==> src/rtl/burst_seq_pkg.sv <==
package burst_seq_pkg;

  // Ordering mode of a burst
  typedef enum logic {
    ORDER_SEQ   = 1'b0,
    ORDER_INTLV = 1'b1
  } order_e;

  // Width of the length code
  localparam int unsigned LEN_CODE_W = 2;

endpackage

==> src/rtl/burst_len_decode.sv <==
module burst_len_decode
  import burst_seq_pkg::*;
#(
  parameter int unsigned BEAT_W = 3
) (
  input  logic [LEN_CODE_W-1:0] len_code_i,
  output logic [BEAT_W-1:0]     win_mask_o
);

  localparam int unsigned MAX_CODE = BEAT_W - 1;

  int unsigned eff_code;

  // Codes beyond the longest supported burst fold onto the longest one
  always_comb begin
    if (int'(len_code_i) > int'(MAX_CODE)) begin
      eff_code = MAX_CODE;
    end else begin
      eff_code = int'(len_code_i);
    end
  end

  // Window mask: ones on the low (code+1) bits, i.e. burst length - 1
  for (genvar g = 0; g < BEAT_W; g++) begin : g_mask
    assign win_mask_o[g] = (g <= eff_code);
  end

endmodule

==> src/rtl/burst_offset_gen.sv <==
module burst_offset_gen
  import burst_seq_pkg::*;
#(
  parameter int unsigned BEAT_W = 3
) (
  input  logic [BEAT_W-1:0] base_low_i,
  input  logic [BEAT_W-1:0] beat_i,
  input  logic [BEAT_W-1:0] win_mask_i,
  input  order_e            order_i,
  output logic [BEAT_W-1:0] offset_o
);

  logic [BEAT_W-1:0] seq_sum;
  logic [BEAT_W-1:0] intlv_val;

  always_comb begin
    seq_sum   = base_low_i + beat_i;
    intlv_val = base_low_i ^ beat_i;
    if (order_i == ORDER_INTLV) begin
      offset_o = intlv_val & win_mask_i;
    end else begin
      offset_o = seq_sum & win_mask_i;
    end
  end

endmodule

==> src/rtl/burst_beat_ctrl.sv <==
module burst_beat_ctrl #(
  parameter int unsigned BEAT_W = 3
) (
  input  logic              clk,
  input  logic              rst_n,
  input  logic              start_i,
  input  logic [BEAT_W-1:0] new_mask_i,
  output logic              accept_o,
  output logic              busy_o,
  output logic [BEAT_W-1:0] cur_beat_o,
  output logic [BEAT_W-1:0] cur_mask_o,
  output logic              active_o,
  output logic              last_o
);

  logic              busy_q, busy_d;
  logic [BEAT_W-1:0] beat_q, beat_d;
  logic [BEAT_W-1:0] mask_q, mask_d;
  logic              beat_en;
  logic              mask_en;

  // A strobe is taken only when no burst is running and reset is released
  assign accept_o   = start_i & ~busy_q & rst_n;
  assign busy_o     = busy_q;
  assign active_o   = accept_o | busy_q;
  assign cur_beat_o = busy_q ? beat_q : '0;
  assign cur_mask_o = busy_q ? mask_q : new_mask_i;
  assign last_o     = active_o & (cur_beat_o == cur_mask_o);

  // Next-state logic
  always_comb begin
    busy_d  = busy_q;
    beat_d  = beat_q;
    mask_d  = mask_q;
    beat_en = 1'b0;
    mask_en = 1'b0;
    if (accept_o) begin
      busy_d  = ~last_o;
      beat_d  = {{(BEAT_W-1){1'b0}}, 1'b1};
      mask_d  = new_mask_i;
      beat_en = 1'b1;
      mask_en = 1'b1;
    end else if (busy_q) begin
      if (last_o) begin
        busy_d = 1'b0;
      end else begin
        beat_d  = beat_q + 1'b1;
        beat_en = 1'b1;
      end
    end
  end

  // Registers
  always_ff @(posedge clk or negedge rst_n) begin
    if (!rst_n) begin
      busy_q <= 1'b0;
    end else begin
      busy_q <= busy_d;
    end
  end

  always_ff @(posedge clk or negedge rst_n) begin
    if (!rst_n) begin
      beat_q <= '0;
    end else if (beat_en) begin
      beat_q <= beat_d;
    end
  end

  always_ff @(posedge clk or negedge rst_n) begin
    if (!rst_n) begin
      mask_q <= '0;
    end else if (mask_en) begin
      mask_q <= mask_d;
    end
  end

  // Assertions
  AST_BEAT_STEP: assert property (@(posedge clk) disable iff (!rst_n)
    (busy_q && !last_o) |=> (busy_q && beat_q == $past(beat_q) + 1'b1));

  AST_START_OPENS: assert property (@(posedge clk) disable iff (!rst_n)
    accept_o |=> (busy_q && beat_q == {{(BEAT_W-1){1'b0}}, 1'b1}));

  AST_LAST_CLOSES: assert property (@(posedge clk) disable iff (!rst_n)
    (busy_q && last_o) |=> !busy_q);

  AST_MASK_HELD: assert property (@(posedge clk) disable iff (!rst_n)
    (busy_q && !last_o) |=> $stable(mask_q));

endmodule

==> src/rtl/burst_col_seq.sv <==
module burst_col_seq
  import burst_seq_pkg::*;
#(
  parameter int unsigned COL_W  = 10,
  parameter int unsigned BEAT_W = 3
) (
  input  logic                  clk,
  input  logic                  rst_n,
  input  logic                  start_i,
  input  logic [COL_W-1:0]      start_col_i,
  input  logic [LEN_CODE_W-1:0] len_code_i,
  input  logic                  order_i,
  output logic [COL_W-1:0]      col_o,
  output logic                  beat_vld_o,
  output logic                  beat_last_o
);

  localparam int unsigned UP_W = COL_W - BEAT_W;

  logic [BEAT_W-1:0] new_mask;
  logic              accept;
  logic              busy;
  logic [BEAT_W-1:0] cur_beat;
  logic [BEAT_W-1:0] cur_mask;
  logic              active;
  logic              last;
  logic [BEAT_W-1:0] offset;

  logic [COL_W-1:0]  base_q, base_d;
  order_e            order_q, order_d;
  logic              cap_en;

  logic [COL_W-1:0]  base_now;
  order_e            order_now;
  logic [COL_W-1:0]  win_full;
  logic [COL_W-1:0]  col_raw;

  burst_len_decode #(
    .BEAT_W (BEAT_W)
  ) i_len_decode (
    .len_code_i (len_code_i),
    .win_mask_o (new_mask)
  );

  burst_beat_ctrl #(
    .BEAT_W (BEAT_W)
  ) i_beat_ctrl (
    .clk        (clk),
    .rst_n      (rst_n),
    .start_i    (start_i),
    .new_mask_i (new_mask),
    .accept_o   (accept),
    .busy_o     (busy),
    .cur_beat_o (cur_beat),
    .cur_mask_o (cur_mask),
    .active_o   (active),
    .last_o     (last)
  );

  // Burst parameters come from the inputs in the start cycle, from the
  // captured copy afterwards
  assign base_now  = busy ? base_q : start_col_i;
  assign order_now = busy ? order_q : order_e'(order_i);

  burst_offset_gen #(
    .BEAT_W (BEAT_W)
  ) i_offset_gen (
    .base_low_i (base_now[BEAT_W-1:0]),
    .beat_i     (cur_beat),
    .win_mask_i (cur_mask),
    .order_i    (order_now),
    .offset_o   (offset)
  );

  // Capture next-state
  always_comb begin
    cap_en  = accept;
    base_d  = start_col_i;
    order_d = order_e'(order_i);
  end

  always_ff @(posedge clk or negedge rst_n) begin
    if (!rst_n) begin
      base_q  <= '0;
      order_q <= ORDER_SEQ;
    end else if (cap_en) begin
      base_q  <= base_d;
      order_q <= order_d;
    end
  end

  // Per-bit merge: window bits from the offset, the rest from the base
  assign win_full = {{UP_W{1'b0}}, cur_mask};

  for (genvar g = 0; g < COL_W; g++) begin : g_merge
    if (g < BEAT_W) begin : g_low
      assign col_raw[g] = cur_mask[g] ? offset[g] : base_now[g];
    end else begin : g_high
      assign col_raw[g] = base_now[g];
    end
  end

  assign col_o       = active ? col_raw : '0;
  assign beat_vld_o  = active;
  assign beat_last_o = last;

  // Assertions
  AST_FIRST_ECHO: assert property (@(posedge clk) disable iff (!rst_n)
    accept |-> (col_o == start_col_i));

  AST_UPPER_HELD: assert property (@(posedge clk) disable iff (!rst_n)
    busy |-> (((col_o ^ $past(col_o)) & ~win_full) == '0));

  AST_LAST_VALID: assert property (@(posedge clk) disable iff (!rst_n)
    beat_last_o |-> beat_vld_o);

  AST_BASE_HELD: assert property (@(posedge clk) disable iff (!rst_n)
    (busy && !beat_last_o) |=> ($stable(base_q) && $stable(order_q)));

  AST_VALID_RUN: assert property (@(posedge clk) disable iff (!rst_n)
    (beat_vld_o && !beat_last_o) |=> beat_vld_o);

endmodule

==> config.mk <==
export PLATFORM = sky130hd
export DESIGN_NAME = burst_col_seq
export DESIGN_NICKNAME = d
export VERILOG_FILES = /design/src/rtl/burst_seq_pkg.sv /design/src/rtl/burst_len_decode.sv /design/src/rtl/burst_offset_gen.sv /design/src/rtl/burst_beat_ctrl.sv /design/src/rtl/burst_col_seq.sv
export SDC_FILE = /design/constraint.sdc
export NUM_CORES = 1
export LEC_CHECK = 0
export ABC_CLOCK_PERIOD_IN_PS = 2500
export BUFFER_PORTS_ARGS = -buffer_cell sky130_fd_sc_hd__buf_2
export CORE_ASPECT_RATIO = 1.1
export CORE_UTILIZATION = 46
export DETAILED_ROUTE_END_ITERATION = 6
export PLACE_DENSITY = 0.8
export SLEW_MARGIN = 15
export SYNTH_ARGS = -nofsm -noshare
export SYNTH_HDL_FRONTEND = slang
export SYNTH_SLANG_ARGS = --single-unit
==> constraint.sdc <==
create_clock -name clk -period 2.5 [get_ports clk]
set_input_delay 0.375 -clock clk [delete_from_list [all_inputs] [get_ports clk]]
set_output_delay 0.375 -clock clk [all_outputs]
set_load 0.05 [all_outputs]
==> impl_metrics.toml <==
[status]
status = "finished, violations left"
violations = "setup timing"

[drt]
vias = 994
viasPerCell = 5.097
final_antenna_net_count = 0
wirelength_um = 2440
route.detailed.drc = 0
drt-initial-drc-count = 12
firstDrtPassIters = 4
wl_per_cell_um = 12.51

[setup_path]
r2r_start = "i_beat_ctrl.busy_o"
worst_path_max_delay_cell = "dfrtp_2"
cp-start-kind = "flip-flop"
critPathRequiredTime_ns = 2.12
crit_fanout = 4
crit_chain = "mux2_4, ha_4, fa_2, nand2b_1, xnor2_1, a2bb2oi_1, nor3b_4, buf_6"
reg2reg_depth = 6
path_class = "reg -> out"
cp-end-kind = "output port"
slowest_delay_ns = 0.44
timing.rr.end = "i_beat_ctrl.beat_q[0]"
arrival_ns = 2.25
r2r_slack_ns = 0.84

[global_routing]
grt_usage_pct = 23.63
grt_pass1_vias = 1026
antenna_found_initial = 0
grt_overflow = 0
grt_pass1_wl_um = 4133
grt_max_degree = 21

[clocking]
cts_tree = "done"
cts.path.max_buffers = 2
cts_inserted_buffers = 3
path_clk_slew_ns = 0.10
clk_latency_ns = 0.29
cts.sinks = 18
hold_buffers = 0
h-tree-depth = 1
clockRootBuffer = "clkbuf_4"

[flow_run]
drv_cap = 0

[placement]
gp_congestion = 0.7825
portBuffers = 27
hpwl_um = 1861

[synth]
synth_top_family_by_area = "simple AND/OR/NAND/NOR gates"
synth_mux_area_share_pct = 6.977
synth_seq_cells = 18
netlist_area_um2 = 1076
synthAdderAreaFrac_pct = 5.349
synthesis.nets = 150
synth_cell_types = 31
synth_xor_xnor_area_share_pct = 4.070
yosys.area_share.simple_pct = 28.72
yosysSeqAreaShare_pct = 41.86
synth_warnings = 0
synth.avg_cell_area_um2 = 8.277
synth_compound_area_share_pct = 8.605
syn_inst = 130

[layout]
drive_gt1_share_pct = 30.91
num-fill-cells = 202
fin_nets = 187
multi_input_area_um2 = 634.4
insertedDiodeCount = 0
seq_area_um2 = 451.7
area_delta_synth_final_pct = 28.26

[floorplanning]
die_w_um = 48.12
num_rows = 18
die_h_um = 52.73
start_util_pct = 48.26
core_area_um2 = 2230
ios = 28
dieArea_um2 = 2537

[sta]
slew_violations = 0
hold_viol_final = 0
max_slew_margin_pct = 62.07
clock.fmax_mhz = 380.4
setup_slack_ns = -0.1286
rsz0062_at_grt = "true"
holdWs_ns = 0.04567
fin_skew_ns = 0.001126
setup_viol = 2
finalWorstPathRequiredPeriod_ns = 2.629
post-route-period-util_pct = 105.1
worst_pin_slew_ns = 0.5689

[hold_path]
hold_path.class = "in -> async"
stage by stage:
| step | cell area, µm² | utilization, % | TNS, ns | instances | worst slack, ns |
|---|---|---|---|---|---|
| floorplan | 1134 | - | -0.2712 | 130 | -0.1408 |
| global placement | 1331 | 59.71 | 0 | 191 | 0.1157 |
| detailed placement | 1331 | 59.71 | 0 | 191 | 0.03880 |
| CTS | 1380 | 61.90 | -0.2525 | 195 | -0.1431 |
| global route | 1380 | 61.90 | -0.4039 | 195 | -0.2429 |
| finish | 1380 | 61.90 | -0.2251 | 195 | -0.1286 |
area by class of cell:
| class | instances | share of cell area, % |
|---|---|---|
| multi-input cells | 103 | 45.97 |
| flip-flops and latches | 18 | 32.73 |
| repair buffers | 36 | 15.59 |
| well taps | 30 | 2.720 |
| clock buffers | 3 | 1.632 |
| inverters | 5 | 1.360 |
worst max-delay path: cells and delay by family, from the launching register on:
| kind | cells | cell delay, ns |
|---|---|---|
| adders and majority gates | 2 | 0.49 |
| DFF | 1 | 0.44 |
| muxes | 1 | 0.32 |
| and+or+nand+nor | 2 | 0.29 |
| buffers and inverters | 1 | 0.18 |
| AOI/OAI and AO/OA | 1 | 0.15 |
| xor gates and xnor gates | 1 | 0.10 |
kinds of logic after synthesis:
family,count (synthesis)
multiplexers,6
adder cells (fa/ha/maj),4
buffers and inverters,9
AO/OA/AOI/OAI,14
XOR/XNOR,5
flip-flops,18
AND/OR/NAND/NOR,74
placed cells by master, fill, tap and decap left out, drive strengths merged:
cell type and n:
a21oi 3, a2bb2oi 1, o22ai 1, mux2 2, and2 1, a41oi 1
xnor2 4, nand4 1, dfrtp 18, mux2i 4, nor3 2, xor2 1
fa 1, o21ai 4, a211oi 1, nand3 1, buf 36, a22o 1
nor2 9, a311oi 1, nor3b 1, inv 5, nand2b 3, a31o 1
nand4bb 1, nand2 54, or2b 1, ha 3, clkbuf 3
sequential cells by signal, summed over array words and instances (netlist names):
signal,cells
i_beat_ctrl.busy_o,1
base_q,10
i_beat_ctrl.mask_q,3
order_q,1
i_beat_ctrl.beat_q,3
synth_stat cells:
master / count / area (µm²)
a211oi_1: 1 / 7.510
a21oi_1: 3 / 15.01
a22o_1: 1 / 8.760
a2bb2oi_1: 1 / 8.760
a311oi_1: 1 / 8.760
a31o_2: 1 / 8.760
a41oi_1: 1 / 8.760
and2_1: 1 / 6.260
buf_2: 2 / 10.01
buf_4: 1 / 7.510
buf_6: 1 / 11.26
dfrtp_1: 18 / 450.4
fa_1: 1 / 20.02
ha_1: 3 / 37.54
inv_1: 5 / 18.77
mux2_2: 2 / 22.52
mux2i_1: 3 / 30.03
mux2i_4: 1 / 22.52
nand2_1: 54 / 202.7
nand2b_1: 3 / 18.77
nand3_1: 1 / 5.000
nand4_1: 1 / 6.260
nand4bb_1: 1 / 11.26
nor2_1: 9 / 33.78
nor3_1: 2 / 10.01
nor3b_1: 1 / 7.510
o21ai_0: 4 / 20.02
o22ai_1: 1 / 6.260
or2b_1: 1 / 7.510
xnor2_1: 4 / 35.03
xor2_1: 1 / 8.760
how the worst max path moves through the flow:
stage	from	to	slack [ns]	cells after the start
6_report	i_beat_ctrl.busy_o	col_o[2]	-0.13	8
3_5_place_dp	i_beat_ctrl.busy_o	col_o[2]	0.04	9
4_1_cts	i_beat_ctrl.busy_o	col_o[2]	-0.14	8
3_3_place_gp	i_beat_ctrl.busy_o	col_o[2]	0.12	8
2_1_floorplan	i_beat_ctrl.busy_o	col_o[1]	-0.14	7
5_1_grt	i_beat_ctrl.busy_o	col_o[2]	-0.24	8
repair_timing:
action                     4_1_cts  5_1_grt
gates resized for setup          7        0
buffers inserted                 1        0
setup endpoints to repair        2        2
metal layers:
layer	routed length (µm)	up-vias	global-route usage, %
met1	1064	459	25.33
met5	0	-	0
met2	1230	30	41.22
li1	-	499	-
met4	42	0	13.89
met3	102	6	4.138
Power is left out: the tool's default activity adds up to more than one toggle a clock period on the data nets, which glitch-free logic cannot reach.
